File: src/rtl/spi_wp_pkg.sv
package spi_wp_pkg;

  localparam int unsigned STAT_W = 8;

  typedef enum logic [1:0] {
    BP_NONE    = 2'b00,
    BP_QUARTER = 2'b01,
    BP_HALF    = 2'b10,
    BP_ALL     = 2'b11
  } bp_mode_e;

  typedef struct packed {
    logic       pin_en;
    logic [2:0] rsvd;
    bp_mode_e   bp;
    logic       wel;
    logic       busy;
  } wp_status_t;

endpackage

File: src/rtl/wp_range_dec.sv
module wp_range_dec
  import spi_wp_pkg::*;
#(
  parameter int unsigned ADDR_W = 14
) (
  input  bp_mode_e          bp_i,
  input  logic [ADDR_W-1:0] addr_i,
  output logic              prot_o
);

  localparam int unsigned NMODE = 4;

  logic [NMODE-1:0] hit;

  // one comparator per protect mode, lower bound of the protected top region
  for (genvar m = 0; m < NMODE; m++) begin : g_mode
    if (m == 0) begin : g_none
      assign hit[m] = 1'b0;
    end else if (m == NMODE - 1) begin : g_all
      assign hit[m] = 1'b1;
    end else begin : g_part
      localparam logic [ADDR_W:0] BASE =
        (m == 1) ? ((ADDR_W+1)'(3) << (ADDR_W - 2)) : ((ADDR_W+1)'(1) << (ADDR_W - 1));
      assign hit[m] = ({1'b0, addr_i} >= BASE);
    end
  end

  assign prot_o = hit[bp_i];

endmodule

File: src/rtl/wp_nv_bits.sv
module wp_nv_bits
  import spi_wp_pkg::*;
(
  input  logic     clk_i,
  input  logic     wr_en_i,
  input  logic     pin_en_d_i,
  input  bp_mode_e bp_d_i,
  output logic     pin_en_o,
  output bp_mode_e bp_o
);

  // models nonvolatile cells: deliberately outside the logic reset
  always_ff @(posedge clk_i) begin
    if (wr_en_i) begin
      pin_en_o <= pin_en_d_i;
      bp_o     <= bp_d_i;
    end
  end

endmodule

File: src/rtl/wp_wel_ctrl.sv
module wp_wel_ctrl (
  input  logic clk_i,
  input  logic rst_ni,
  input  logic wren_i,
  input  logic wrdi_i,
  input  logic grant_i,
  input  logic busy_i,
  output logic wel_o
);

  logic pend_q, busy_q, wr_done;

  // first busy falling edge after an accepted write
  assign wr_done = pend_q & busy_q & ~busy_i;

  always_ff @(posedge clk_i or negedge rst_ni) begin
    if (!rst_ni) begin
      pend_q <= 1'b0;
      busy_q <= 1'b0;
      wel_o  <= 1'b0;
    end else begin
      busy_q <= busy_i;
      if (grant_i)      pend_q <= 1'b1;
      else if (wr_done) pend_q <= 1'b0;
      if (wrdi_i)       wel_o <= 1'b0;
      else if (wren_i)  wel_o <= 1'b1;
      else if (wr_done) wel_o <= 1'b0;
    end
  end

endmodule

File: src/rtl/spi_wprot_ctrl.sv
module spi_wprot_ctrl
  import spi_wp_pkg::*;
#(
  parameter int unsigned ADDR_W = 14
) (
  input  logic              clk_i,
  input  logic              rst_ni,
  input  logic              wren_i,
  input  logic              wrdi_i,
  input  logic              wrsr_i,
  input  logic [STAT_W-1:0] wrsr_data_i,
  input  logic              mem_wr_i,
  input  logic [ADDR_W-1:0] mem_addr_i,
  input  logic              busy_i,
  input  logic              wp_ni,
  output logic [STAT_W-1:0] status_o,
  output logic              mem_grant_o,
  output logic              mem_reject_o,
  output logic              sr_grant_o,
  output logic              sr_reject_o
);

  logic       wel, pin_en, addr_prot, hw_lock, mem_ok, sr_ok;
  bp_mode_e   bp;
  wp_status_t stat;
  logic       unused_data;

  assign unused_data = ^{wrsr_data_i[6:4], wrsr_data_i[1:0]};

  wp_range_dec #(.ADDR_W(ADDR_W)) u_range (
    .bp_i   (bp),
    .addr_i (mem_addr_i),
    .prot_o (addr_prot)
  );

  wp_nv_bits u_nv (
    .clk_i      (clk_i),
    .wr_en_i    (sr_ok),
    .pin_en_d_i (wrsr_data_i[7]),
    .bp_d_i     (bp_mode_e'(wrsr_data_i[3:2])),
    .pin_en_o   (pin_en),
    .bp_o       (bp)
  );

  wp_wel_ctrl u_wel (
    .clk_i   (clk_i),
    .rst_ni  (rst_ni),
    .wren_i  (wren_i),
    .wrdi_i  (wrdi_i),
    .grant_i (mem_ok | sr_ok),
    .busy_i  (busy_i),
    .wel_o   (wel)
  );

  assign hw_lock = pin_en & ~wp_ni;
  assign mem_ok  = mem_wr_i & ~busy_i & wel & ~addr_prot;
  assign sr_ok   = wrsr_i & ~busy_i & wel & ~hw_lock;

  assign mem_grant_o  = mem_ok;
  assign mem_reject_o = mem_wr_i & ~mem_ok;
  assign sr_grant_o   = sr_ok;
  assign sr_reject_o  = wrsr_i & ~sr_ok;

  always_comb begin
    stat.pin_en = pin_en;
    stat.rsvd   = '0;
    stat.bp     = bp;
    stat.wel    = wel;
    stat.busy   = busy_i;
  end
  assign status_o = stat;

endmodule

File: config.mk
export PLATFORM = sky130hd
export DESIGN_NAME = spi_wprot_ctrl
export DESIGN_NICKNAME = d
export VERILOG_FILES = /design/src/rtl/spi_wp_pkg.sv /design/src/rtl/wp_range_dec.sv /design/src/rtl/wp_nv_bits.sv /design/src/rtl/wp_wel_ctrl.sv /design/src/rtl/spi_wprot_ctrl.sv
export SDC_FILE = /design/constraint.sdc
export NUM_CORES = 1
export LEC_CHECK = 0
export BUFFER_PORTS_ARGS = -buffer_cell sky130_fd_sc_hd__buf_2
export CORE_AREA = 8 8 45 47
export DETAILED_ROUTE_END_ITERATION = 10
export DIE_AREA = 0 0 53 55
export GPL_TIMING_DRIVEN = 0
export SYNTH_ARGS = -nofsm -noshare
export SYNTH_HDL_FRONTEND = slang
export SYNTH_SLANG_ARGS = --single-unit
File: constraint.sdc
create_clock -name clk_i -period 1.49 [get_ports clk_i]
set_input_delay 0.2235 -clock clk_i [delete_from_list [all_inputs] [get_ports clk_i]]
set_output_delay 0.2235 -clock clk_i [all_outputs]
set_load 0.02 [all_outputs]
Word level (Yosys, flattened, before mapping)
Index checks and enable logic that the tools add are counted.
Widths: inputs -> output; s select.
{"block": "totals", "ff_bits": 6, "output_inout_bits": 12, "in_bits": 30}
{"block": "classes", "order_cmp": 3, "muxes": 6, "bitwise": 18, "n_reduce_logical": 2}
{"operator": "$ge 14x14->1 const B", "count": 2}
{"operator": "$and 1x1->1", "count": 11}
{"operator": "$not 1->1", "count": 6}
{"operator": "$mux 1", "count": 5}
{"operator": "$lt 2x3->1 const B", "count": 1}
{"operator": "$reduce_bool 3->1", "count": 1}
{"operator": "$bmux 1 s2", "count": 1}
{"operator": "$reduce_bool 2->1", "count": 1}
{"operator": "$or 1x1->1", "count": 1}

Longest topological paths before layout
{"block": "depth", "word_depth": 7, "mapped_depth": 3, "depth_no_buf": 3}

By module
Synthesis repeated with hierarchy kept, for this count alone.
{"block": "unflattened", "hier_cells": 28, "hier_area_um2": 319.1}
{"mod": "wp_wel_ctrl", "cells_each": 8, "area_per_inst_um2": 108.9, "instances": 1}
{"mod": "spi_wprot_ctrl", "cells_each": 14, "area_per_inst_um2": 106.4, "instances": 1}
{"mod": "wp_nv_bits", "cells_each": 3, "area_per_inst_um2": 90.1, "instances": 1}
{"mod": "wp_range_dec", "cells_each": 3, "area_per_inst_um2": 13.8, "instances": 1}

Worst setup path before layout
No wires, ideal clock.
{"block": "synth_timing", "path_kind": "register to output", "startpoint": "reg u_nv.bp_o[1]", "endpoint": "out mem_reject_o", "t_arrival_ns": 1.395, "path_stages_with_launch": 4, "t_required_ns": 1.266, "n_path_buf": 0, "path_slack_ns": -0.128, "cell_sequence": "edfxtp_1 a21o_1 a221oi_2 nor2b_1"}
{"block": "synth_between", "elab_chain_len": 6}
{"item": "from (decl)", "line": "wp_nv_bits.sv:9", "rtl": "output bp_mode_e bp_o"}
{"item": "from (signal assigned)", "line": "wp_nv_bits.sv:16", "rtl": "bp_o <= bp_d_i;"}
{"item": "$bmux 1 s2", "line": "wp_range_dec.sv:28", "rtl": "assign prot_o = hit[bp_i];"}
{"item": "$mux 1 (implied by the code)", "line": "wp_range_dec.sv:28"}
{"item": "$not 1->1", "line": "spi_wprot_ctrl.sv:56", "rtl": "assign mem_ok = mem_wr_i & ~busy_i & wel & ~addr_prot;"}
{"item": "$and 1x1->1", "line": "spi_wprot_ctrl.sv:56"}
{"item": "via mem_grant_o", "line": "spi_wprot_ctrl.sv:17", "rtl": "output logic mem_grant_o,"}
{"item": "$not 1->1", "line": "spi_wprot_ctrl.sv:60", "rtl": "assign mem_reject_o = mem_wr_i & ~mem_ok;"}
{"item": "$and 1x1->1", "line": "spi_wprot_ctrl.sv:60"}
{"item": "to (decl)", "line": "spi_wprot_ctrl.sv:18", "rtl": "output logic mem_reject_o,"}
The timed path passes the listed nets, and every way through them passes these cells. The select of a mux whose other input is x is not followed.

Worst setup path after layout
{"block": "layout_timing", "startpoint": "reg u_nv.bp_o[1]", "endpoint": "out mem_grant_o"}
{"block": "layout_between", "elab_chain_len": 4}
{"item": "$bmux 1 s2", "line": "wp_range_dec.sv:28"}
{"item": "$mux 1 (implied by the code)", "line": "wp_range_dec.sv:28"}
{"item": "$not 1->1", "line": "spi_wprot_ctrl.sv:56"}
{"item": "$and 1x1->1", "line": "spi_wprot_ctrl.sv:56"}
{"item": "to (decl)", "line": "spi_wprot_ctrl.sv:17"}
No other way between the ends. The select of a mux whose other input is x is not followed.

==> impl_metrics.toml <==
[cells_and_area]
final_core_util_pct = 38.6
area_growth_syn_to_layout_pct = 75.7
antenna_cells = 0
layout-drive-gt1-share_pct = 63.2
fin_cells = 73
nets = 88

[synthesis]
synth-xor-area-share_pct = 0
syn_area_per_cell_um2 = 11.7
synthesis.instances = 26
synth_top_area_share_pct = 29.6
yosysTopAreaCell = "edfxtp_1"
synth_top_family_by_area = "buffers and inverters"
yosysWarnings = 0
ys_types = 13
synthAdderAreaFrac_pct = 0
yosysSeqAreaShare_pct = 54.3
ys_ff_latch = 6
synth_compound_area_share_pct = 13.6
synthMuxAreaShare_pct = 0
netlist_area_um2 = 304
ys_top_cells_by_area = "edfxtp_1 30%, dfrtp_1 25%, buf_4 15%"
synth-simple-area-share_pct = 14.8

[timing]
final_period_minus_worst_setup_slack_ns = 1.58
fin_ws_ns = -0.0875
maxSlewViolCount = 0
hold_violations = 0
setup_viol = 2
finalCritPeriodShare_pct = 106
timing.fmax_mhz = 634
fin_tns_setup_ns = -0.167
hold-worst-slack_ns = 0.131
rsz0062_at_grt = "yes"
finClkSkew_ns = 0.0104

[global_routing]
top_usage_layer = "met2"
gr-usage-all-layers_pct = 5.61
grt_max_degree = 7
use_met1_pct = 5.42
grt-ovfl-total = 0
met3_usage_pct = 6.42
grt_pass1_wl_mm = 1.22
use_met2_pct = 8.40
first_global_vias = 302
antenna_found_initial = 0

[clock_tree]
clock-sinks = 6
cts_buffers = 3
cts_tree = "yes"
clk_pin_slew_ns = 0.05
clk_latency_ns = 0.25
cts_max_path_buffers = 2
htree_num_levels = 1
cts_root_buf = "clkbuf_4"

[detailed_routing]
ant_nets = 0
vias_per_cell = 4.00
drt_wl_total_um = 808
drt_iter0_markers = 1
drt_first_pass_iters = 2
wl_per_cell_um = 11.1
route.detailed.drc = 0
vias = 292

[floorplanning]
die_h_um = 55
die_w_um = 53
rows = 14
die_area_um2 = 2920
start_util_pct = 22.0
coreArea_um2 = 1380
ios = 42

[pwr]
vdd_drop_max_uv = 494
p_per_area_nw_per_um2 = 827
power.leakage_nw = 0.276

[critical_path]
cp-end-kind = "output port"
cp.required_ns = 1.27
cp_max_fo = 3
crit_type = "reg -> out"
ff2ff_path_depth = 4
rr_endpoint = "u_wel.pend_q"
critPathArrivalTime_ns = 1.35
r2r_start = "u_wel.wel_o"
r2r_slack_ns = 0.35
critPathLaunchType = "flip-flop"

[place]
gp_congestion = 0.735
dp_worst_setup_slack_ns = 0.0728
numPortBuffers = 21
dp_cells = 65

[status]
outcome = "finished with violations"
violations = "setup timing"

[min_path]
hp-class = "in -> reg"
min_to = "u_wel.wel_o"
min_from = "wrdi_i"
hold_depth = 2

[flow_run]
maxCapViolations = 0
placed cells by master, fill, tap and decap left out, types with 3 or more instances in the layout:
| cell type | netlist | routed |
|---|---|---|
| buf_2 | 0 | 19 |
| buf_4 | 6 | 10 |
| clkbuf_4 | 0 | 3 |
| conb_1 | 1 | 3 |
| dfrtp_1 | 3 | 3 |
| edfxtp_1 | 3 | 3 |
| nand3b_1 | 3 | 3 |
critical path: stages, from the launching register on:
cell      delay [ns]
edfxtp_1        0.40
buf_4           0.16
a221oi_4        0.34
buf_4           0.21
logic make-up after synthesis:
group                  after synthesis
AOI/OAI and AO/OA                    5
other                                1
DFF                                  6
and+or+nand+nor                      7
buffers and inverters                7
layout make-up:
cell class	count	area, µm²
fill	143	850
multi-input combinational	15	128
sequential	6	165
tap	16	20.0
clock buffer	4	26.3
inverter	1	3.75
buffer	6	45.0
timing repair buffer	25	146
timing repair:
action | in CTS | in global routing
endpoints found under the hold margin | 3 | 0
hold buffers | 1 | 0
setup buffers | 1 | 2
setup endpoints to repair | 4 | 4
gates resized for setup | 4 | 1
pin swaps | 1 | 0
power by group:
part	total (mW)	switching (mW)	internal, mW
Clock	0.162	0.0609	0.102
Sequential	0.191	0.00640	0.184
Combinational	0.0887	0.0432	0.0455
Total	0.442	0.110	0.331
synth_stat cells:
library cell	count
nand3b_1	3
nor2_1	1
a21o_1	1
a211o_1	1
conb_1	1
edfxtp_1	3
inv_1	1
buf_4	6
nand2b_1	1
a221oi_2	1
dfrtp_1	3
nor2b_1	2
a21oi_1	2
metal layers:
metal  vias up  part of all wire [%]
met5         -                     0
met4         0                     0
met3         0                    21
met2        20                    43
met1       128                    37
li1        144                     -
flip-flops by register name, summed over array words and instances, names as in the netlist:
register and cells:
u_wel.wel_o 1, u_wel.pend_q 1, u_wel.busy_q 1, u_nv.pin_en_o 1, u_nv.bp_o 2
metrics by stage:
| step | instance area (µm²) | total power, mW |
|---|---|---|
| after floorplan | 330 | 0.241 |
| after global placement | 455 | 0.271 |
| after detailed placement | 455 | 0.273 |
| after CTS | 515 | 0.445 |
| after global routing | 534 | 0.467 |
| final | 534 | 0.442 |
worst max-delay path by stage:
stage / startpoint / cells after the start / to
finish: u_nv.bp_o[1] / 3 / mem_grant_o
global route: u_nv.bp_o[1] / 3 / mem_grant_o
CTS: u_nv.bp_o[1] / 4 / mem_reject_o
detailed placement: u_nv.bp_o[1] / 3 / mem_grant_o
global placement: u_nv.bp_o[1] / 3 / mem_grant_o
floorplan: u_nv.bp_o[1] / 3 / mem_reject_o
No activity file was read; power rests on OpenSTA's default activity.
